`config.mk`:
```
export PLATFORM = sky130hd
export DESIGN_NAME = tbac_admit
export DESIGN_NICKNAME = d
export VERILOG_FILES = /design/src/rtl/tbac_pkg.sv /design/src/rtl/tbac_warp_gen.sv /design/src/rtl/tbac_slot_table.sv /design/src/rtl/tbac_admit.sv
export SDC_FILE = /design/constraint.sdc
export NUM_CORES = 1
export LEC_CHECK = 0
export BUFFER_PORTS_ARGS = -buffer_cell sky130_fd_sc_hd__buf_4
export CAP_MARGIN = 10
export CORE_ASPECT_RATIO = 0.5
export CORE_MARGIN = 2
export CORE_UTILIZATION = 55
export CTS_CLUSTER_SIZE = 30
export DETAILED_ROUTE_END_ITERATION = 8
export PLACE_DENSITY_LB_ADDON = 0.12
export RECOVER_POWER = 100
export SLEW_MARGIN = 20
export SYNTH_ARGS = -nofsm -noshare
export SYNTH_HDL_FRONTEND = slang
export SYNTH_HIERARCHICAL = 1
export SYNTH_SLANG_ARGS = --single-unit
```
`constraint.sdc`:
```
create_clock -name clk -period 4.9 [get_ports clk]
set_input_delay 0.245 -clock clk [delete_from_list [all_inputs] [get_ports clk]]
set_output_delay 0.245 -clock clk [all_outputs]
set_load 0.005 [all_outputs]
```
`src/rtl/tbac_pkg.sv`:
```
// Package: default sizing for the thread block admission controller.
// Assumes: lane count is a power of two.
package tbac_pkg;
    parameter int DEF_SLOTS      = 8;
    parameter int DEF_SM_THREADS = 1024;
    parameter int DEF_BLK_THREADS = 512;
    parameter int DEF_LANES      = 32;

    // Ceiling division used for sizing derived widths.
    function automatic int ceil_div(input int a, input int b);
        return (a + b - 1) / b;
    endfunction
endpackage

```
`src/rtl/tbac_warp_gen.sv`:
```
// Module: tbac_warp_gen
// Emits one warp-creation event per cycle for the most recently admitted
// block: index counts up from 0, the last warp carries a partial mask when
// the thread count is not a multiple of the lane count.
// Assumes: load is only raised while idle is high.
module tbac_warp_gen #(
    parameter int LANES  = 32,
    parameter int SLOT_W = 3,
    parameter int WIDX_W = 4,
    parameter int WCNT_W = 5,
    parameter int LANE_W = $clog2(LANES)
) (
    input  logic              clk,
    input  logic              rst_n,
    input  logic              load,
    input  logic [SLOT_W-1:0] load_slot,
    input  logic [WCNT_W-1:0] load_warps,
    input  logic [LANE_W-1:0] load_rem,
    output logic              idle,
    output logic              warp_valid,
    output logic [SLOT_W-1:0] warp_slot,
    output logic [WIDX_W-1:0] warp_idx,
    output logic [LANES-1:0]  warp_mask
);
    logic [WCNT_W-1:0] left_q;
    logic [WIDX_W-1:0] idx_q;
    logic [SLOT_W-1:0] slot_q;
    logic [LANE_W-1:0] rem_q;
    logic [LANES-1:0]  part_mask;

    // Emission state: load a new block or step through its warps.
    always_ff @(posedge clk) begin
        if (!rst_n) begin
            left_q <= '0;
            idx_q  <= '0;
            slot_q <= '0;
            rem_q  <= '0;
        end else if (load) begin
            left_q <= load_warps;
            idx_q  <= '0;
            slot_q <= load_slot;
            rem_q  <= load_rem;
        end else if (left_q != '0) begin
            left_q <= left_q - 1'b1;
            idx_q  <= idx_q + 1'b1;
        end
    end

    // Partial mask with the low rem_q lanes active.
    always_comb begin
        for (int i = 0; i < LANES; i++) begin
            part_mask[i] = (i < int'(rem_q));
        end
    end

    // Event outputs derived from the emission state.
    always_comb begin
        idle       = (left_q == '0);
        warp_valid = (left_q != '0);
        warp_slot  = slot_q;
        warp_idx   = idx_q;
        warp_mask  = ((left_q == WCNT_W'(1)) && (rem_q != '0)) ? part_mask : '1;
    end

    // an emitted warp always has at least one active lane.
    a_r4_mask_nonzero: assert property (@(posedge clk) disable iff (!rst_n)
        warp_valid |-> (warp_mask != '0));
    // a new block is never loaded over one still being emitted.
    a_r10_load_when_idle: assert property (@(posedge clk) disable iff (!rst_n)
        load |-> idle);
    // warps of a block come on back-to-back cycles with rising index.
    a_r10_consecutive: assert property (@(posedge clk) disable iff (!rst_n)
        (warp_valid && left_q > WCNT_W'(1)) |=> (warp_valid && warp_idx == $past(warp_idx) + 1'b1));
endmodule

```
`src/rtl/tbac_slot_table.sv`:
```
// Module: tbac_slot_table
// Per-slot record of outstanding warps and thread count. Picks the lowest
// free slot, counts done pulses down, and signals a release with the
// slot's thread count when its last warp reports.
// Assumes: at most one done pulse per cycle; alloc only when free_any.
module tbac_slot_table #(
    parameter int SLOTS  = 8,
    parameter int SLOT_W = 3,
    parameter int THR_W  = 11,
    parameter int WCNT_W = 5
) (
    input  logic              clk,
    input  logic              rst_n,
    input  logic              alloc,
    input  logic [THR_W-1:0]  alloc_threads,
    input  logic [WCNT_W-1:0] alloc_warps,
    input  logic              done_valid,
    input  logic [SLOT_W-1:0] done_slot,
    output logic              free_any,
    output logic [SLOT_W-1:0] free_slot,
    output logic              rel_valid,
    output logic [THR_W-1:0]  rel_threads
);
    logic [WCNT_W-1:0] cnt_q [SLOTS];
    logic [THR_W-1:0]  thr_q [SLOTS];
    logic [SLOTS-1:0]  busy;

    for (genvar g = 0; g < SLOTS; g++) begin : g_slot
        // Slot record: claim on alloc, count down on a matching done.
        always_ff @(posedge clk) begin
            if (!rst_n) begin
                cnt_q[g] <= '0;
                thr_q[g] <= '0;
            end else if (alloc && free_slot == SLOT_W'(g)) begin
                cnt_q[g] <= alloc_warps;
                thr_q[g] <= alloc_threads;
            end else if (done_valid && done_slot == SLOT_W'(g) && cnt_q[g] != '0) begin
                cnt_q[g] <= cnt_q[g] - 1'b1;
            end
        end
        assign busy[g] = (cnt_q[g] != '0);
    end

    // Lowest-numbered free slot search.
    always_comb begin
        free_any  = 1'b0;
        free_slot = '0;
        for (int i = SLOTS - 1; i >= 0; i--) begin
            if (!busy[i]) begin
                free_any  = 1'b1;
                free_slot = SLOT_W'(i);
            end
        end
    end

    // Release when the final outstanding warp of a slot reports.
    always_comb begin
        rel_valid   = done_valid && (cnt_q[done_slot] == WCNT_W'(1));
        rel_threads = thr_q[done_slot];
    end

    // allocation only ever targets a slot that is free.
    a_r7_alloc_free: assert property (@(posedge clk) disable iff (!rst_n)
        alloc |-> (free_any && !busy[free_slot]));
    // a done pulse that is not the last keeps the slot busy.
    a_r5_partial_holds: assert property (@(posedge clk) disable iff (!rst_n)
        (done_valid && cnt_q[done_slot] > WCNT_W'(1)) |=> busy[$past(done_slot)]);
    // a done pulse to an idle slot does not disturb it.
    a_r9_idle_done: assert property (@(posedge clk) disable iff (!rst_n)
        (done_valid && !busy[done_slot] && !(alloc && free_slot == done_slot))
        |=> !busy[$past(done_slot)]);
endmodule

```
`src/rtl/tbac_admit.sv`:
```
// Module: tbac_admit (top)
// Admission controller for one streaming multiprocessor: checks the head
// launch request against the per-block, per-SM thread and slot limits,
// admits it into the lowest free slot, emits its warps, and keeps the
// resident block and thread totals.
// Assumes: requests are presented in queue order and held until ready.
module tbac_admit
    import tbac_pkg::*;
#(
    parameter int SLOTS       = DEF_SLOTS,
    parameter int SM_THREADS  = DEF_SM_THREADS,
    parameter int BLK_THREADS = DEF_BLK_THREADS,
    parameter int LANES       = DEF_LANES,
    parameter int SLOT_W      = $clog2(SLOTS),
    parameter int THR_W       = $clog2(SM_THREADS + 1),
    parameter int BLK_W       = $clog2(SLOTS + 1),
    parameter int WIDX_W      = $clog2(ceil_div(BLK_THREADS, LANES)),
    parameter int WCNT_W      = $clog2(ceil_div(BLK_THREADS, LANES) + 1)
) (
    input  logic              clk,
    input  logic              rst_n,
    input  logic              req_valid,
    input  logic [THR_W-1:0]  req_threads,
    output logic              req_ready,
    output logic              req_reject,
    output logic              warp_valid,
    output logic [SLOT_W-1:0] warp_slot,
    output logic [WIDX_W-1:0] warp_idx,
    output logic [LANES-1:0]  warp_mask,
    input  logic              done_valid,
    input  logic [SLOT_W-1:0] done_slot,
    output logic [BLK_W-1:0]  occ_blocks,
    output logic [THR_W-1:0]  occ_threads
);
    localparam int LANE_W = $clog2(LANES);

    logic              legal, fits, admit, gen_idle;
    logic              free_any, rel_valid;
    logic [SLOT_W-1:0] free_slot;
    logic [THR_W-1:0]  rel_threads;
    logic [WCNT_W-1:0] need_warps;
    logic [THR_W:0]    sum_threads;

    // Limit checks and the handshake for the head request.
    always_comb begin
        legal       = (req_threads != '0) && (int'(req_threads) <= BLK_THREADS);
        sum_threads = {1'b0, occ_threads} + {1'b0, req_threads};
        fits        = free_any && (int'(sum_threads) <= SM_THREADS);
        admit       = req_valid && legal && fits && gen_idle;
        req_reject  = req_valid && !legal;
        req_ready   = admit || req_reject;
        need_warps  = WCNT_W'(({1'b0, req_threads} + (THR_W+1)'(LANES - 1)) >> LANE_W);
    end

    // Resident totals: add on admission, subtract on release.
    always_ff @(posedge clk) begin
        if (!rst_n) begin
            occ_threads <= '0;
            occ_blocks  <= '0;
        end else begin
            occ_threads <= occ_threads + (admit ? req_threads : '0)
                           - (rel_valid ? rel_threads : '0);
            occ_blocks  <= occ_blocks + BLK_W'(admit) - BLK_W'(rel_valid);
        end
    end

    tbac_slot_table #(
        .SLOTS(SLOTS), .SLOT_W(SLOT_W), .THR_W(THR_W), .WCNT_W(WCNT_W)
    ) u_slots (
        .clk(clk), .rst_n(rst_n),
        .alloc(admit), .alloc_threads(req_threads), .alloc_warps(need_warps),
        .done_valid(done_valid), .done_slot(done_slot),
        .free_any(free_any), .free_slot(free_slot),
        .rel_valid(rel_valid), .rel_threads(rel_threads)
    );

    tbac_warp_gen #(
        .LANES(LANES), .SLOT_W(SLOT_W), .WIDX_W(WIDX_W), .WCNT_W(WCNT_W), .LANE_W(LANE_W)
    ) u_gen (
        .clk(clk), .rst_n(rst_n),
        .load(admit), .load_slot(free_slot), .load_warps(need_warps),
        .load_rem(req_threads[LANE_W-1:0]),
        .idle(gen_idle), .warp_valid(warp_valid), .warp_slot(warp_slot),
        .warp_idx(warp_idx), .warp_mask(warp_mask)
    );

    // resident block count stays within the slot count.
    a_r1_block_limit: assert property (@(posedge clk) disable iff (!rst_n)
        int'(occ_blocks) <= SLOTS);
    // resident thread total stays within the budget.
    a_r2_thread_limit: assert property (@(posedge clk) disable iff (!rst_n)
        int'(occ_threads) <= SM_THREADS);
    // ready never without a request, reject never without ready.
    a_r8_handshake: assert property (@(posedge clk) disable iff (!rst_n)
        (req_ready |-> req_valid) and (req_reject |-> req_ready));
    // a rejected request does not start warp emission.
    a_r3_no_warps: assert property (@(posedge clk) disable iff (!rst_n)
        (req_reject && gen_idle) |=> !warp_valid);
    // admission shows a warp and a nonzero block count next cycle.
    a_r11_after_admit: assert property (@(posedge clk) disable iff (!rst_n)
        admit |=> (warp_valid && occ_blocks != '0));
endmodule

```
## Word level (Yosys, flattened, before mapping)

Memories as Yosys holds them, arrays and structs flattened.
Index checks and enable logic that the tools add are counted.

- Flip-flop bits (word level): 32
- Bits in writable memories: 128
- Bits of input ports: 18
- Output and inout bits: 57
- Word-level logic and storage cells: 250
- Memories kept: 2

- Add/subtract/negate cells: 16
- Order comparisons: 33
- Equal/unequal tests: 16
- Muxes and demuxes: 102
- Bitwise logic cells: 25
- Reduce and logical (&&, ||, !) cells: 50

Memories:

| name | depth | width | rd ports | clocked after Yosys merged registers in | write ports | line | text |
|---|---|---|---|---|---|---|---|
| u_slots.thr_q | 8 | 11 | 1 | 0 | 8 | tbac_slot_table.sv:25 | `logic [THR_W-1:0] thr_q [SLOTS];` |
| u_slots.cnt_q | 8 | 5 | 9 | 0 | 8 | tbac_slot_table.sv:24 | `logic [WCNT_W-1:0] cnt_q [SLOTS];` |

Operators with widths:

| kind | count |
|---|---|
| 11-bit two-way mux | 10 |
| 5-bit two-way mux | 18 |
| 5-bit less-than comparator, first input constant | 15 |
| 1-bit two-way mux | 65 |
| 5-bit nonzero test | 10 |
| 5-bit by 1-bit subtractor with 5-bit output, second input constant | 9 |
| 4-bit by 5-bit less-than comparator with 1-bit output, first input constant | 8 |
| 1-bit logical AND | 32 |
| 32-bit two-way mux | 1 |
| 3-bit equality test, second input constant | 8 |
| 3-bit two-way mux | 8 |
| 1-bit OR | 24 |
| 3-bit by 5-bit less-than comparator with 1-bit output, first input constant | 4 |
| 11-bit by 11-bit adder with 12-bit output | 1 |
| 3-bit by 2-bit equality test with 1-bit output, second input constant | 4 |
| 12-bit by 11-bit <= comparator with 1-bit output, second input constant | 1 |
| 11-bit adder | 1 |
| 11-bit by 10-bit <= comparator with 1-bit output, second input constant | 1 |
| 11-bit nonzero test | 1 |
| 11-bit subtractor | 1 |
| 10-bit by 5-bit adder with 10-bit output, second input constant | 1 |
| 5-bit by 1-bit equality test with 1-bit output, second input constant | 2 |
| 1-bit by 5-bit less-than comparator with 1-bit output, first input constant | 2 |
| 2-bit by 5-bit less-than comparator with 1-bit output, first input constant | 2 |
| 11 further kinds | 13 |

## Logic depth before layout (Yosys ltp)

An unclocked memory read counts as a cell.

- Depth in word-level cells: 19
- Mapped depth: 22

## Hierarchy

The synthesis kept the hierarchy.

Modules (own cells, without submodules):

| module | times used | cells an instance | area an instance (um2) |
|---|---|---|---|
| tbac_slot_table | 1 | 513 | 6834.1 |
| tbac_admit | 1 | 251 | 2069.5 |
| tbac_warp_gen | 1 | 153 | 1181.1 |

## Worst setup path before layout

No wires, ideal clock.

- Path type: register -> register
- Start: mem u_slots.cnt_q[1][0]
- End: reg occ_threads[10]
- Data arrival time: 4481 ps
- Data required time: 4785 ps
- Path slack: 304 ps
- Cell stages (with the launch flop): 22
- Period minus slack after synthesis: 4596 ps
- Path through: edfxtp_1 -> inv_1 -> ha_1 -> nor4b_1 -> nor4_1 -> nand2_1 -> nand4b_1 -> a2111oi_0 -> o21ai_0 -> o22ai_2 -> buf_6 -> nand2_1 -> fa_1 -> inv_1 -> fa_1 -> a21o_1 -> a21o_1 -> nand2_1 -> a21oi_1 -> a41oi_1 -> xnor2_1 -> and2_1

RTL lines:

| element | line | text |
|---|---|---|
| start, declared | tbac_slot_table.sv:24 |  |
| end signal, assigned | tbac_admit.sv:61 | `occ_threads <= occ_threads + (admit ? req_threads : '0)` |
| end, declared | tbac_admit.sv:33 | `output logic [THR_W-1:0] occ_threads` |

==> results.yml <==
timing:
  setup_viol: 0
  finalCritPeriodShare: 0.946
  fmax_mhz: 216
  worst_pin_slew_ns: 1.15
  rsz0062_at_grt: "false"
  fin_crit_ns: 4.64
  worst_clock_skew_ns: 0.0138
  maxSlewHeadroom: 0.232
  hold_ws_ns: 0.202
  hold_violations: 0
  tns_ns: 0
  slew_viol_final: 0
layout:
  fin_util: 0.646
  antennaDiodeCount: 0
  fin_cells: 1246
  area_delta_synth_final_pct: 13.1
  final_nets: 1073
  layout_common_cells: "edfxtp_1 (128), and2_1 (64), nand2_1 (63)"
  layout_commonest_cell: "edfxtp_1"
  drive_above_1_share: 0.178
yosys:
  ys_async_sr_fraction: 0
  ys_types: 85
  ys_warn_count: 6
  syn_area_mm2: 0.0101
  syn_inst: 917
  syn_nets: 991
  avgSynthCellArea_um2: 11.0
  synth_edf_count: 128
  synth-seq-cells: 160
  synth_flop_cell: "edfxtp_1"
  yosysSeqAreaShare: 0.445
critical_path:
  cpMaxStageDelayCell: "fa_1"
  rr_worst_depth: 21
  crit_path_frequent_cell: "nand2_1"
  worstSetupStartpoint: "u_slots/cnt_q[7][0]"
  cp_slowest_stage_delay_ns: 0.49
  worstSetupPathType: "reg2reg"
  critPathTopFamily: "compound AO/OA/AOI/OAI gates"
  required_ns: 5.23
  r2r_start: "u_slots/cnt_q[7][0]"
  start_kind: "flip-flop"
  cp_num_buf_inv: 3
  endpoint: "occ_threads[10]"
  r2r_end: "occ_threads[10]"
  arrival_ns: 4.97
  crit_fanout: 4
  r2r_slack_ns: 0.26
  crit_chain: "inv_1 > ha_1 > nor4b_1 > buf_4 > nor4_1 > nand2_1 > nand4b_1 > a2111oi_2 > o21ai_1 > o22ai_4 > nand2_1 > fa_1 > inv_1 > fa_1 > a21o_1 > a21o_1 > nand2_1 > a21oi_1 > a41oi_1 > xnor2_1 > and2_1"
  cp.depth: 21
  cp-end-kind: "flip-flop"
route:
  post_drt_via_cell_ratio: 6.08
  first_pass_iters: 5
  finalWirelength_um: 26300
  ant_nets: 0
  drc_errors: 0
  wl_per_cell_um: 21.1
  vias: 7578
  dr.first_iter.drc_count: 526
run_status:
  status: "completed"
power_and_ir_drop:
  power_per_cell_area_mw_per_mm2: 390
  ir_worst_vdd_mv: 0.266
  cellLeakagePower_nw: 4.25
placed_design:
  hpwl_um: 17900
  port_buffers: 73
  dpl.cell_count: 1211
  gp_congestion: 0.873
global_routing:
  grt_pass1_wl_um: 41500
  grt_max_degree: 52
  gr-total-overflow: 0
  grt.total_usage: 0.281
  grt_pass1_vias: 7498
  antenna_found_initial: 0
floorplan:
  ios: 75
  start_util: 0.571
  core_mm2: 0.0177
  die_w_um: 196
  dieArea_mm2: 0.0195
  core.rowCount: 34
  die_h_um: 99.8
clock_tree:
  clk_pin_slew_ns: 0.08
  clkLatencyLatePin_ns: 0.44
  cts_tree: "built"
  cts.sinks: 160
  root_buffer: "clkbuf_16"
  hold_buffers: 0
  cts_inserted_buffers: 17
  clock_path_buffers: 2
  h-tree-depth: 4
hold_path:
  min_path_type: "in2reg"
run:
  cap_violations: 0
==> worst min-delay path by stage <==
stage                      start                   end  slack [ns]  cells after the start
2_1_floorplan              rst_n       occ_threads[10]        0.37                      1
3_3_place_gp   u_gen/warp_idx[3]     u_gen/warp_idx[3]        0.48                      2
3_5_place_dp   u_gen/warp_idx[3]     u_gen/warp_idx[3]        0.48                      2
4_1_cts           req_threads[0]        u_gen/rem_q[0]        0.19                      3
5_1_grt          req_threads[10]  u_slots/thr_q[3][10]        0.22                      2
6_report          req_threads[2]   u_slots/thr_q[3][2]        0.20                      2
==> report_power, final <==
group	leakage [nW]	internal, mW	switching (mW)
sequential	1.59	1.58	0.110
clock	0.273	0.677	0.622
combinational	2.39	0.671	0.781
==> cells in the mapped netlist (25+ instances only) <==
library cell | n | share of area
xnor2_1 | 31 | 0.027
nand3_1 | 30 | 0.015
a21oi_1 | 26 | 0.013
and2_1 | 114 | 0.071
inv_1 | 62 | 0.023
dfxtp_1 | 32 | 0.064
o21ai_0 | 31 | 0.015
o2bb2ai_1 | 25 | 0.022
nor2_1 | 33 | 0.012
ha_1 | 44 | 0.055
nand2_1 | 62 | 0.023
edfxtp_1 | 128 | 0.38
==> area by class of cell <==
type                            instances  area (um2)
Clock inverter                         14         133
Inverter                               63         236
Tap cell                              234         293
Fill cell                            1419        6250
Sequential cell                       160        4480
Multi-Input combinational cell        650        5110
Clock buffer                           18         429
Timing Repair Buffer                  107         717
==> worst register-to-register path: cells and delay by family (launching register included) <==
family,cells,cell delay [ns]
xor gates and xnor gates,1,0.10
adders and majority gates,3,1.12
and+or+nand+nor,7,1.02
buffers and inverters,3,0.37
DFF,1,0.43
AOI/OAI and AO/OA,7,1.50
==> cells by family (layout without fill, tap and decap cells) <==
| group | after synthesis | in the layout | share of synthesized area |
|---|---|---|---|
| DFF | 160 | 160 | 0.445 |
| other | 1 | 1 | 0.000372 |
| xor gates and xnor gates | 46 | 46 | 0.0400 |
| adders and majority gates | 56 | 56 | 0.0784 |
| buffers and inverters | 107 | 202 | 0.0466 |
| AOI/OAI and AO/OA | 150 | 150 | 0.105 |
| and+or+nand+nor | 351 | 351 | 0.209 |
| muxes | 46 | 46 | 0.0756 |
==> per-layer routing <==
| layer | track usage | wire length, um |
|---|---|---|
| met4 | 0.0828 | 479 |
| met3 | 0.0536 | 1920 |
| met1 | 0.390 | 11900 |
| met2 | 0.453 | 12000 |
| met5 | 0 | 0 |
==> state kept, by name, indices dropped and copies added, names as in the netlist <==
signal and count:
u_slots/thr_q 88, u_slots/cnt_q 40, occ_threads 11, u_gen/left_q 5, u_gen/rem_q 5, occ_blocks 4, u_gen/warp_idx 4, u_gen/warp_slot 3
==> stage by stage <==
| stage | total power [mW] | cell area [um2] | setup WS (ns) |
|---|---|---|---|
| finish | 4.44 | 11400 | 0.264 |
| global route | 4.70 | 11400 | 0.00297 |
| CTS | 4.48 | 11500 | 0.0162 |
| detailed placement | 3.18 | 10900 | -0.117 |
| global placement | 3.15 | 10900 | 0.0926 |
| floorplan | 2.75 | 10100 | 0.304 |
==> repair_timing <==
| item | in CTS | in global routing |
|---|---|---|
| setup endpoints to repair | 3 | 6 |
| resized for setup | 2 | 7 |
| pin swaps | 0 | 1 |
| buffers inserted | 0 | 3 |
| cloned | 0 | 0 |
(Power assumes the default switching activity.)
